===== src/rtl/nib_pkg.sv =====
package nib_pkg;
  localparam int OPW  = 3;
  localparam int CYW  = 2;

  typedef enum logic [OPW-1:0] {
    ACC_HOLD = 3'd0,
    ACC_ALU  = 3'd1,
    ACC_BUS  = 3'd2,
    ACC_ROL  = 3'd3,
    ACC_ROR  = 3'd4
  } acc_op_e;

  typedef enum logic [CYW-1:0] {
    CY_KEEP = 2'd0,
    CY_SET  = 2'd1,
    CY_CLR  = 2'd2
  } cy_op_e;

  typedef enum logic [OPW-1:0] {
    RG_HOLD = 3'd0,
    RG_ALU  = 3'd1,
    RG_BUS  = 3'd2,
    RG_SWAP = 3'd3,
    RG_INC  = 3'd4,
    RG_DEC  = 3'd5
  } reg_op_e;
endpackage


===== src/rtl/nib_acc_carry.sv =====
module nib_acc_carry
  import nib_pkg::*;
#(
  parameter int DW = 4
) (
  input  logic           clk,
  input  logic           rst,
  input  logic [DW-1:0]  alu_res,
  input  logic           alu_cy,
  input  logic [DW-1:0]  bus_in,
  input  logic [OPW-1:0] acc_op,
  input  logic [CYW-1:0] cy_op,
  input  logic           cy_test,
  output logic [DW-1:0]  a_q,
  output logic           cy_q,
  output logic           cy_flag
);
  logic [DW-1:0] a_nx;
  logic          cy_nx;
  logic          ring_owns_cy;

  always_comb begin
    a_nx         = a_q;
    cy_nx        = cy_q;
    ring_owns_cy = 1'b0;
    case (acc_op)
      ACC_ALU: begin
        a_nx         = alu_res;
        cy_nx        = alu_cy;
        ring_owns_cy = 1'b1;
      end
      ACC_BUS: a_nx = bus_in;
      ACC_ROL: begin
        a_nx         = {a_q[DW-2:0], cy_q};
        cy_nx        = a_q[DW-1];
        ring_owns_cy = 1'b1;
      end
      ACC_ROR: begin
        a_nx         = {cy_q, a_q[DW-1:1]};
        cy_nx        = a_q[0];
        ring_owns_cy = 1'b1;
      end
      default: ;
    endcase
    if (!ring_owns_cy) begin
      if (cy_op == CY_SET)      cy_nx = 1'b1;
      else if (cy_op == CY_CLR) cy_nx = 1'b0;
    end
  end

  always_ff @(posedge clk) begin
    if (rst) begin
      a_q     <= '0;
      cy_q    <= 1'b0;
      cy_flag <= 1'b0;
    end else begin
      a_q  <= a_nx;
      cy_q <= cy_nx;
      if (cy_test) cy_flag <= cy_q;
    end
  end

  p_alu_carry_r2: assert property (@(posedge clk) disable iff (rst)
    (acc_op == ACC_ALU) |=> (a_q == $past(alu_res) && cy_q == $past(alu_cy)));

  p_rotate_left_r4: assert property (@(posedge clk) disable iff (rst)
    (acc_op == ACC_ROL) |=> ({cy_q, a_q} == {$past(a_q), $past(cy_q)}));

  p_rotate_right_r4: assert property (@(posedge clk) disable iff (rst)
    (acc_op == ACC_ROR) |=> ({cy_q, a_q} == {$past(a_q[0]), $past(cy_q), $past(a_q[DW-1:1])}));

  p_carry_set_r3: assert property (@(posedge clk) disable iff (rst)
    (acc_op == ACC_HOLD && cy_op == CY_SET) |=> cy_q);

  p_carry_clr_r3: assert property (@(posedge clk) disable iff (rst)
    (acc_op == ACC_BUS && cy_op == CY_CLR) |=> !cy_q);

  p_flag_capture_r5: assert property (@(posedge clk) disable iff (rst)
    cy_test |=> (cy_flag == $past(cy_q)));

  p_flag_hold_r5: assert property (@(posedge clk) disable iff (rst)
    !cy_test |=> $stable(cy_flag));

  p_clear_acc_r10: assert property (@(posedge clk)
    rst |=> (a_q == '0 && !cy_q && !cy_flag));
endmodule


===== src/rtl/nib_reg.sv =====
module nib_reg
  import nib_pkg::*;
#(
  parameter int DW         = 4,
  parameter bit HAS_SHADOW = 1'b1,
  parameter bit HAS_COUNT  = 1'b1
) (
  input  logic           clk,
  input  logic           rst,
  input  logic [DW-1:0]  alu_res,
  input  logic [DW-1:0]  bus_in,
  input  logic [OPW-1:0] op,
  output logic [DW-1:0]  q,
  output logic [DW-1:0]  sh_q,
  output logic           roll_q
);
  localparam logic [DW-1:0] TOP = {DW{1'b1}};

  logic [DW-1:0] q_nx;
  logic          roll_nx;

  always_comb begin
    q_nx    = q;
    roll_nx = 1'b0;
    case (op)
      RG_ALU: q_nx = alu_res;
      RG_BUS: q_nx = bus_in;
      RG_SWAP: if (HAS_SHADOW) q_nx = sh_q;
      RG_INC: if (HAS_COUNT) begin
        q_nx    = q + 1'b1;
        roll_nx = (q == TOP);
      end
      RG_DEC: if (HAS_COUNT) begin
        q_nx    = q - 1'b1;
        roll_nx = (q == '0);
      end
      default: ;
    endcase
  end

  always_ff @(posedge clk) begin
    if (rst) begin
      q      <= '0;
      roll_q <= 1'b0;
    end else begin
      q      <= q_nx;
      roll_q <= roll_nx;
    end
  end

  generate
    if (HAS_SHADOW) begin : g_shadow
      logic [DW-1:0] sh_r;
      always_ff @(posedge clk) begin
        if (rst)                sh_r <= '0;
        else if (op == RG_SWAP) sh_r <= q;
      end
      assign sh_q = sh_r;

      p_swap_pair_r6: assert property (@(posedge clk) disable iff (rst)
        (op == RG_SWAP) |=> (q == $past(sh_q) && sh_q == $past(q)));

      p_shadow_still_r6: assert property (@(posedge clk) disable iff (rst)
        (op != RG_SWAP) |=> $stable(sh_q));
    end else begin : g_no_shadow
      assign sh_q = '0;

      p_swap_ignored_r6: assert property (@(posedge clk) disable iff (rst)
        (op == RG_SWAP) |=> $stable(q));
    end
  endgenerate

  generate
    if (HAS_COUNT) begin : g_count_chk
      p_wrap_up_r7: assert property (@(posedge clk) disable iff (rst)
        (op == RG_INC && q == TOP) |=> (q == '0 && roll_q));

      p_wrap_down_r7: assert property (@(posedge clk) disable iff (rst)
        (op == RG_DEC && q == '0) |=> (q == TOP && roll_q));
    end else begin : g_no_count_chk
      p_count_ignored_r6: assert property (@(posedge clk) disable iff (rst)
        (op == RG_INC || op == RG_DEC) |=> $stable(q));
    end
  endgenerate

  p_roll_cause_r7: assert property (@(posedge clk) disable iff (rst)
    roll_q |-> ($past(op) == RG_INC || $past(op) == RG_DEC));

  p_alu_load_r1: assert property (@(posedge clk) disable iff (rst)
    (op == RG_ALU) |=> (q == $past(alu_res)));

  p_bus_load_r9: assert property (@(posedge clk) disable iff (rst)
    (op == RG_BUS) |=> (q == $past(bus_in)));

  p_clear_reg_r10: assert property (@(posedge clk)
    rst |=> (q == '0 && sh_q == '0 && !roll_q));
endmodule


===== src/rtl/nib_regfile.sv =====
module nib_regfile
  import nib_pkg::*;
#(
  parameter int DW = 4
) (
  input  logic           clk,
  input  logic           rst,
  input  logic [DW-1:0]  alu_res,
  input  logic           alu_cy,
  input  logic [DW-1:0]  bus_in,
  input  logic [2:0]     acc_op,
  input  logic [1:0]     cy_op,
  input  logic           cy_test,
  input  logic [2:0]     b_op,
  input  logic [2:0]     x_op,
  input  logic [2:0]     y_op,
  output logic [DW-1:0]  a_q,
  output logic           cy_q,
  output logic           cy_flag,
  output logic [DW-1:0]  b_q,
  output logic           b_roll,
  output logic [DW-1:0]  x_q,
  output logic [DW-1:0]  spx_q,
  output logic [DW-1:0]  y_q,
  output logic [DW-1:0]  spy_q,
  output logic           y_roll
);
  logic [DW-1:0] b_sh_unused;
  logic          x_roll_unused;

  nib_acc_carry #(.DW(DW)) i_acc (
    .clk(clk), .rst(rst), .alu_res(alu_res), .alu_cy(alu_cy),
    .bus_in(bus_in), .acc_op(acc_op), .cy_op(cy_op), .cy_test(cy_test),
    .a_q(a_q), .cy_q(cy_q), .cy_flag(cy_flag)
  );

  nib_reg #(.DW(DW), .HAS_SHADOW(1'b0), .HAS_COUNT(1'b1)) i_breg (
    .clk(clk), .rst(rst), .alu_res(alu_res), .bus_in(bus_in), .op(b_op),
    .q(b_q), .sh_q(b_sh_unused), .roll_q(b_roll)
  );

  nib_reg #(.DW(DW), .HAS_SHADOW(1'b1), .HAS_COUNT(1'b0)) i_xreg (
    .clk(clk), .rst(rst), .alu_res(alu_res), .bus_in(bus_in), .op(x_op),
    .q(x_q), .sh_q(spx_q), .roll_q(x_roll_unused)
  );

  nib_reg #(.DW(DW), .HAS_SHADOW(1'b1), .HAS_COUNT(1'b1)) i_yreg (
    .clk(clk), .rst(rst), .alu_res(alu_res), .bus_in(bus_in), .op(y_op),
    .q(y_q), .sh_q(spy_q), .roll_q(y_roll)
  );

  p_count_with_fetch_r8: assert property (@(posedge clk) disable iff (rst)
    (y_op == RG_INC && acc_op == ACC_BUS) |=>
      (a_q == $past(bus_in) && y_q == $past(y_q) + 1'b1));

  p_x_apart_from_y_r8: assert property (@(posedge clk) disable iff (rst)
    (x_op == RG_HOLD && y_op == RG_SWAP) |=> ($stable(x_q) && $stable(spx_q)));
endmodule


===== config.mk =====
export PLATFORM = sky130hd
export DESIGN_NAME = nib_regfile
export DESIGN_NICKNAME = d
export VERILOG_FILES = /design/src/rtl/nib_pkg.sv /design/src/rtl/nib_acc_carry.sv /design/src/rtl/nib_reg.sv /design/src/rtl/nib_regfile.sv
export SDC_FILE = /design/constraint.sdc
export NUM_CORES = 1
export LEC_CHECK = 0
export BUFFER_PORTS_ARGS = -buffer_cell sky130_fd_sc_hd__buf_2
export CAP_MARGIN = 20
export CORE_UTILIZATION = 56
export CTS_BUF_LIST = sky130_fd_sc_hd__clkbuf_4 sky130_fd_sc_hd__clkbuf_8
export DETAILED_ROUTE_END_ITERATION = 8
export GPL_TIMING_DRIVEN = 0
export PLACE_DENSITY = 0.83
export SYNTH_ARGS = -nofsm -noshare
export SYNTH_HDL_FRONTEND = slang
export SYNTH_SLANG_ARGS = --single-unit

===== constraint.sdc =====
create_clock -name clk -period 5.5 [get_ports clk]
set_input_delay 1.1 -clock clk [delete_from_list [all_inputs] [get_ports clk]]
set_output_delay 1.1 -clock clk [all_outputs]
set_load 0.02 [all_outputs]

==> results of run 1 <==
critical path, stage by stage:
cell and delay [ns]:
buf_2 0.08, clkbuf_1 0.33, nand3b_1 0.20, inv_1 0.14
ha_1 0.27, xor2_1 0.18, o211a_1 0.20, a2111oi_0 0.38
worst paths after layout:
kind,from,endpoint,slack [ns],depth (start not counted)
max reg2reg,i_breg.q[1],i_breg.q[2],3.75,7
min reg2reg,i_xreg.q[0],i_xreg.q[0],0.53,2
min,i_xreg.q[0],i_xreg.q[0],0.53,2
max,b_op[0],i_breg.q[2],2.83,8
cell usage after synthesis (2+ instances only):
master     count  area [um2]
nor2_1        32         120
dfxtp_1       28         561
mux2i_1       21         210
a21oi_1       13        65.1
clkbuf_1      10        37.5
nor3_1        10        50.1
inv_1          8        30.0
mux2_2         8        90.1
nand2b_1       7        43.8
ha_1           5        62.6
nand2_1        5        18.8
o22ai_1        5        31.3
a211oi_1       4        30.0
a31oi_1        4        25.0
buf_2          4        20.0
a2111oi_0      3        26.3
a2bb2oi_1      3        26.3
nand3b_1       3        22.5
nor3b_1        3        22.5
nor4_1         3        18.8
o22a_1         3        26.3
xnor2_1        3        26.3
xor2_1         3        26.3
a221oi_1       2        17.5
a22oi_1        2        15.0
and3b_1        2        17.5
nand4_1        2        12.5
nor2b_1        2        12.5
o211ai_1       2        15.0
o21a_1         2        15.0
o21ai_0        2        10.0
or3_1          2        12.5
stage by stage:
step           std cells  worst slack, ns  hold slack [ns]  util, %  power [mW]
6_report             317             2.83            0.526     70.7       0.472
5_1_grt              317             2.74            0.550     70.7       0.502
4_1_cts              317             2.86            0.524     70.7       0.474
3_5_place_dp         313             2.52            0.497     69.6       0.372
3_3_place_gp         313             2.47            0.472     69.6       0.368
2_1_floorplan        221             2.78            0.571        -       0.328
flip-flops by register name (all words and copies together) (netlist names), 4 cells and up:
name	count
i_xreg.sh_q	4
i_yreg.q	4
i_xreg.q	4
i_yreg.sh_q	4
i_acc.a_q	4
i_breg.q	4
layer usage:
metal | GRT usage [%] | share of wire (%) | vias up
met1 | 35.4 | 45 | 888
met4 | 10.5 | 1.5 | 0
met2 | 47.7 | 48 | 64
met3 | 3.06 | 4.9 | 10
met5 | 0 | 0 | -
li1 | - | - | 912
cell families (layout without fill, tap and decap cells):
logic type                 Yosys count  after routing  synth area share (%)
and+or+nand+nor                     77             77                  21.7
AOI/OAI and AO/OA                   51             51                  19.3
muxes                               29             29                  16.3
DFF                                 28             28                  30.4
buffers and inverters               24             76                  5.56
adders and majority gates            6              6                  3.93
xor gates and xnor gates             6              6                  2.85
cells in the final DEF (no fill, tap or decap), types with 4 or more instances in the layout:
cell	synthesis	layout
a31oi_1	4	4
mux2_2	8	8
dfxtp_1	28	28
nor3_1	10	10
a21oi_1	13	13
a211oi_1	4	4
inv_1	8	8
nand2b_1	7	7
mux2i_1	21	21
o22ai_1	5	5
ha_1	5	5
nor2_1	32	32
buf_2	4	52
nand2_1	5	5
clkbuf_1	10	10
final cells by class:
cell class	instances	area [um2]	share of cell area, %
multi-input combinational	169	1180	54.3
sequential	28	561	25.7
timing repair buffer	48	240	11.0
buffer	16	72.6	3.33
tap	44	55.1	2.53
clock buffer	4	36.3	1.67
inverter	8	30.0	1.38
power by group:
group          internal, mW  switching (mW)
Clock                0.0406          0.0623
Sequential            0.216          0.0152
Combinational        0.0586          0.0794
==> flow_metrics.env, run 1 <==
export IMPL_hold_class="reg -> reg"
export IMPL_post_cts_setup_buffers=0
export IMPL_n_fill_cell=288
export IMPL_grt_overflow=0
export IMPL_relSlewSlack_pct=64.9
export IMPL_synth_warnings=0
export IMPL_synth_ff_type="dfxtp_1"
export IMPL_synth_edf_count=0
export IMPL_final_cell_area_um2=2180
export IMPL_avgSynthCellArea_um2=8.35
export IMPL_die_y_um=59.4
export IMPL_grt_pass1_vias=1699
export IMPL_place_area_um2=2140
export IMPL_dr_pass1_iters=4
export IMPL_clk_pin_slew_ns=0.15
export IMPL_drc=0
export IMPL_rows=20
export IMPL_tightestPinTransition_ns=0.527
export IMPL_drt_initial_drc_count=103
export IMPL_ys_ff_latch=28
export IMPL_place_congestion=0.843
export IMPL_layout_nets=305
export IMPL_antenna_cells=0
export IMPL_cts_buffers=3
export IMPL_finalHoldViolations=0
export IMPL_dieWidth_um=59.4
export IMPL_power_leakage_nw=1.02
export IMPL_grt_pass1_wl_mm=7.45
export IMPL_antenna_found_initial=0
export IMPL_setup_violations=0
export IMPL_core_area_um2=3080
export IMPL_start_util_pct=60.0
export IMPL_viasPerCell=5.91
export IMPL_drt_total_wl_mm=4.59
export IMPL_ys_types=47
export IMPL_netlist_area_um2=1850
export IMPL_async_flop_share_pct=0
export IMPL_drive_gt1_share_pct=24.9
export IMPL_clk_path_buf_depth=2
export IMPL_dp_hpwl_mm=3.45
export IMPL_critPathMaxFanout=10
export IMPL_ios=54
export IMPL_cp_end_kind="register"
export IMPL_period_share_pct=48.6
export IMPL_insertion_delay_ns=0.33
export IMPL_clock_sinks=28
export IMPL_required_ns=5.72
export IMPL_crit_arrival_ns=2.89
export IMPL_vias=1874
export IMPL_syn_nets=252
export IMPL_cts_resized_gates=0
export IMPL_grt_use_total_pct=27.8
export IMPL_io_buffers=48
export IMPL_timing_fmax_mhz=374
export IMPL_ant_nets=0
export IMPL_fin_skew_ns=0.00293
export IMPL_maxSlewViolCount=0
export IMPL_critPathLaunchType="primary input"
export IMPL_die_area_um2=3530
export IMPL_rsz0062_at_grt="false"
export IMPL_irDropWorstVdd_mv=0.157
export IMPL_seq_area_frac_synth_pct=30.4
export IMPL_pwr_density_cell_nw_per_um2=217
export IMPL_htree_num_levels=1
export IMPL_status="finished clean"
export IMPL_syn2layout_area_growth_pct=18.0
export IMPL_min_period_ns=2.67
export IMPL_cts_root_buf="clkbuf_4"
export IMPL_cts_hold_buffers_added=0
export IMPL_synth_cells=221
export IMPL_cts_tree="yes"
export IMPL_grt_max_degree=16
export IMPL_max_cap_viol_count=0
export IMPL_path_class="in -> reg"
export IMPL_detail_route_wl_per_cell_um=14.5
export IMPL_final_setup_tns_ns=0
Note: power is estimated with default switching activity, not from simulation.
==> inputs of run 2 (changes only) <==
Settings changed: ABC_AREA set to 1, CORE_UTILIZATION 56 to 52, PLACE_DENSITY 0.83 to 0.79.
Clock period 5.5 ns to 2.55 ns, I/O delays scaled along.
==> flow_metrics.env, run 2 <==
export IMPL_rr_endpoint="i_yreg.q[3]"
export IMPL_stdcell_count=355
export IMPL_clock_sinks=28
export IMPL_p_switching_mw=0.358
export IMPL_hold_start="cy_test"
export IMPL_max_cap_viol_count=0
export IMPL_clk_path_buf_depth=2
export IMPL_ant_nets=0
export IMPL_rows=20
export IMPL_fin_ws_ns=0.927
export IMPL_netlist_area_um2=1690
export IMPL_antenna_found_initial=0
export IMPL_detail_route_wl_per_cell_um=12.4
export IMPL_syn_nets=286
export IMPL_dp_cells=352
export IMPL_grt_pass1_wl_mm=7.22
export IMPL_drive_gt1_share_pct=19.9
export IMPL_synth_most_common_cell="inv_1"
export IMPL_critPathMaxFanout=5
export IMPL_cp_depth=14
export IMPL_critical_path_max_stage_delay_ns=0.25
export IMPL_pwr_density_cell_nw_per_um2=487
export IMPL_ff2ff_path_depth=10
export IMPL_layout_commonest_cell="buf_2"
export IMPL_final_cell_mix="53 x buf_2, 45 x inv_1, 40 x nand2_1"
export IMPL_cts_root_buf="clkbuf_4"
export IMPL_netlist_top_cells_count="45 x inv_1, 40 x nand2_1, 28 x dfxtp_1, 28 x nor2_1, 28 x o21ai_0"
export IMPL_setup_violations=0
export IMPL_insertion_delay_ns=0.33
export IMPL_cp_end_kind="register"
export IMPL_synth_edf_count=0
export IMPL_layout_nets=344
export IMPL_synth_ff_type="dfxtp_1"
export IMPL_dr_pass1_iters=4
export IMPL_cts_buffers=3
export IMPL_irDropWorstVdd_mv=0.261
export IMPL_timing_fmax_mhz=616
export IMPL_p_sw_share_pct=36.2
export IMPL_crit_buf_inv=4
export IMPL_syn2layout_area_growth_pct=20.3
export IMPL_start_util_pct=54.9
export IMPL_finalHoldViolations=0
export IMPL_cp_slowest_cell="ha_1"
export IMPL_die_y_um=59.0
export IMPL_power_leakage_nw=1.07
export IMPL_synth_cells=255
export IMPL_drt_total_wl_mm=4.42
export IMPL_cts_resized_gates=0
export IMPL_grt_pass1_vias=1632
export IMPL_final_setup_tns_ns=0
export IMPL_drt_initial_drc_count=101
export IMPL_grt_use_total_pct=27.1
export IMPL_p_total_mw=0.990
export IMPL_n_fill_cell=298
export IMPL_io_buffers=53
export IMPL_whs_ns=0.348
export IMPL_cpLargestDelayFamily="simple AND/OR/NAND/NOR gates"
export IMPL_required_ns=2.82
export IMPL_post_cts_setup_buffers=0
export IMPL_place_congestion=0.882
export IMPL_synth_largest_area_cell="dfxtp_1"
export IMPL_core_area_um2=3080
export IMPL_cts_tree="yes"
export IMPL_hold_end="i_acc.cy_flag"
export IMPL_min_period_ns=1.62
export IMPL_tightestPinTransition_ns=0.511
export IMPL_seq_area_frac_synth_pct=33.2
export IMPL_crit_chain="buf_2, inv_1, nand3_1, inv_1, ha_1, inv_1, nor2_1, nor2_1, nand2_1, nand2_1, nand3_1, nand2_1, nand2_1, a21oi_1"
export IMPL_synth_warnings=0
export IMPL_cp_common_cell="nand2_1"
export IMPL_pwr_share_comb_pct=29.4
export IMPL_cts_hold_buffers_added=0
export IMPL_status="finished clean"
export IMPL_vias=1905
export IMPL_fin_skew_ns=0.00150
export IMPL_ys_ff_latch=28
export IMPL_htree_num_levels=1
export IMPL_r2r_slack_ns=1.00
export IMPL_maxSlewViolCount=0
export IMPL_post_route_util_pct=66.1
export IMPL_critPathLaunchType="primary input"
export IMPL_rsz0062_at_grt="false"
export IMPL_viasPerCell=5.37
export IMPL_relSlewSlack_pct=65.6
export IMPL_seqPwrFrac_pct=51.5
export IMPL_crit_arrival_ns=1.90
export IMPL_ios=54
export IMPL_dieWidth_um=59.0
export IMPL_avgSynthCellArea_um2=6.63
export IMPL_period_share_pct=63.7
export IMPL_netlist_top_cells_area="dfxtp_1 33%, inv_1 10%, nand2_1 8.9%"
export IMPL_grt_max_degree=15
export IMPL_antenna_cells=0
export IMPL_ys_types=28
export IMPL_final_cell_area_um2=2030
export IMPL_hold_path_depth=2
export IMPL_hold_class="in -> reg"
export IMPL_synth_top_area_share_pct=33.2
export IMPL_drc=0
export IMPL_clk_pin_slew_ns=0.15
export IMPL_p_int_mw=0.632
export IMPL_async_flop_share_pct=0
export IMPL_grt_overflow=0
export IMPL_path_class="in -> reg"
export IMPL_post_place_ws_ns=0.586
export IMPL_dp_hpwl_mm=3.38
export IMPL_die_area_um2=3480
export IMPL_place_area_um2=2010
export IMPL_r2r_start="i_yreg.q[2]"
export IMPL_clkPwrFrac_pct=19.0
## run 2: logic make-up after synthesis
group,share of synthesized area [%]
simple gates,26.3
compound gates,26.4
buf+inv,10.4
flops,33.2
fa+ha+maj,3.70
## run 2: cell type report
type	count	area (um2)	share of cell area, %
timing repair buffer	53	265	13.0
multi-input combinational	180	953	46.9
sequential	28	561	27.6
inverter	45	169	8.31
tap	44	55.1	2.71
buffer	2	7.51	0.369
clock buffer	3	22.5	1.11
## run 2: how the worst max path moves through the flow
stage             from          end  slack [ns]
2_1_floorplan  y_op[1]  i_yreg.q[3]        0.91
3_3_place_gp   y_op[1]  i_yreg.q[3]        0.62
3_5_place_dp   y_op[1]  i_yreg.q[3]        0.59
4_1_cts        y_op[1]  i_yreg.q[3]        0.93
5_1_grt        y_op[1]  i_yreg.q[3]        0.83
6_report       y_op[1]  i_yreg.q[3]        0.93
## run 2: power by group through the flow
stage	combinational, mW	clock, mW	sequential (mW)
floorplan	0.148	0	0.553
global placement	0.284	0	0.519
detailed placement	0.289	0	0.519
CTS	0.290	0.191	0.510
global route	0.328	0.210	0.515
finish	0.291	0.188	0.510
## run 2: layer usage
metal  vias to the layer above  global-route usage [%]  routed length (um)
met5                         -                       0                   0
met4                         0                    9.52                  60
met3                         6                    4.15                 288
met2                        69                    42.9                1970
met1                       843                    37.5                2100
li1                        987                       -                   -
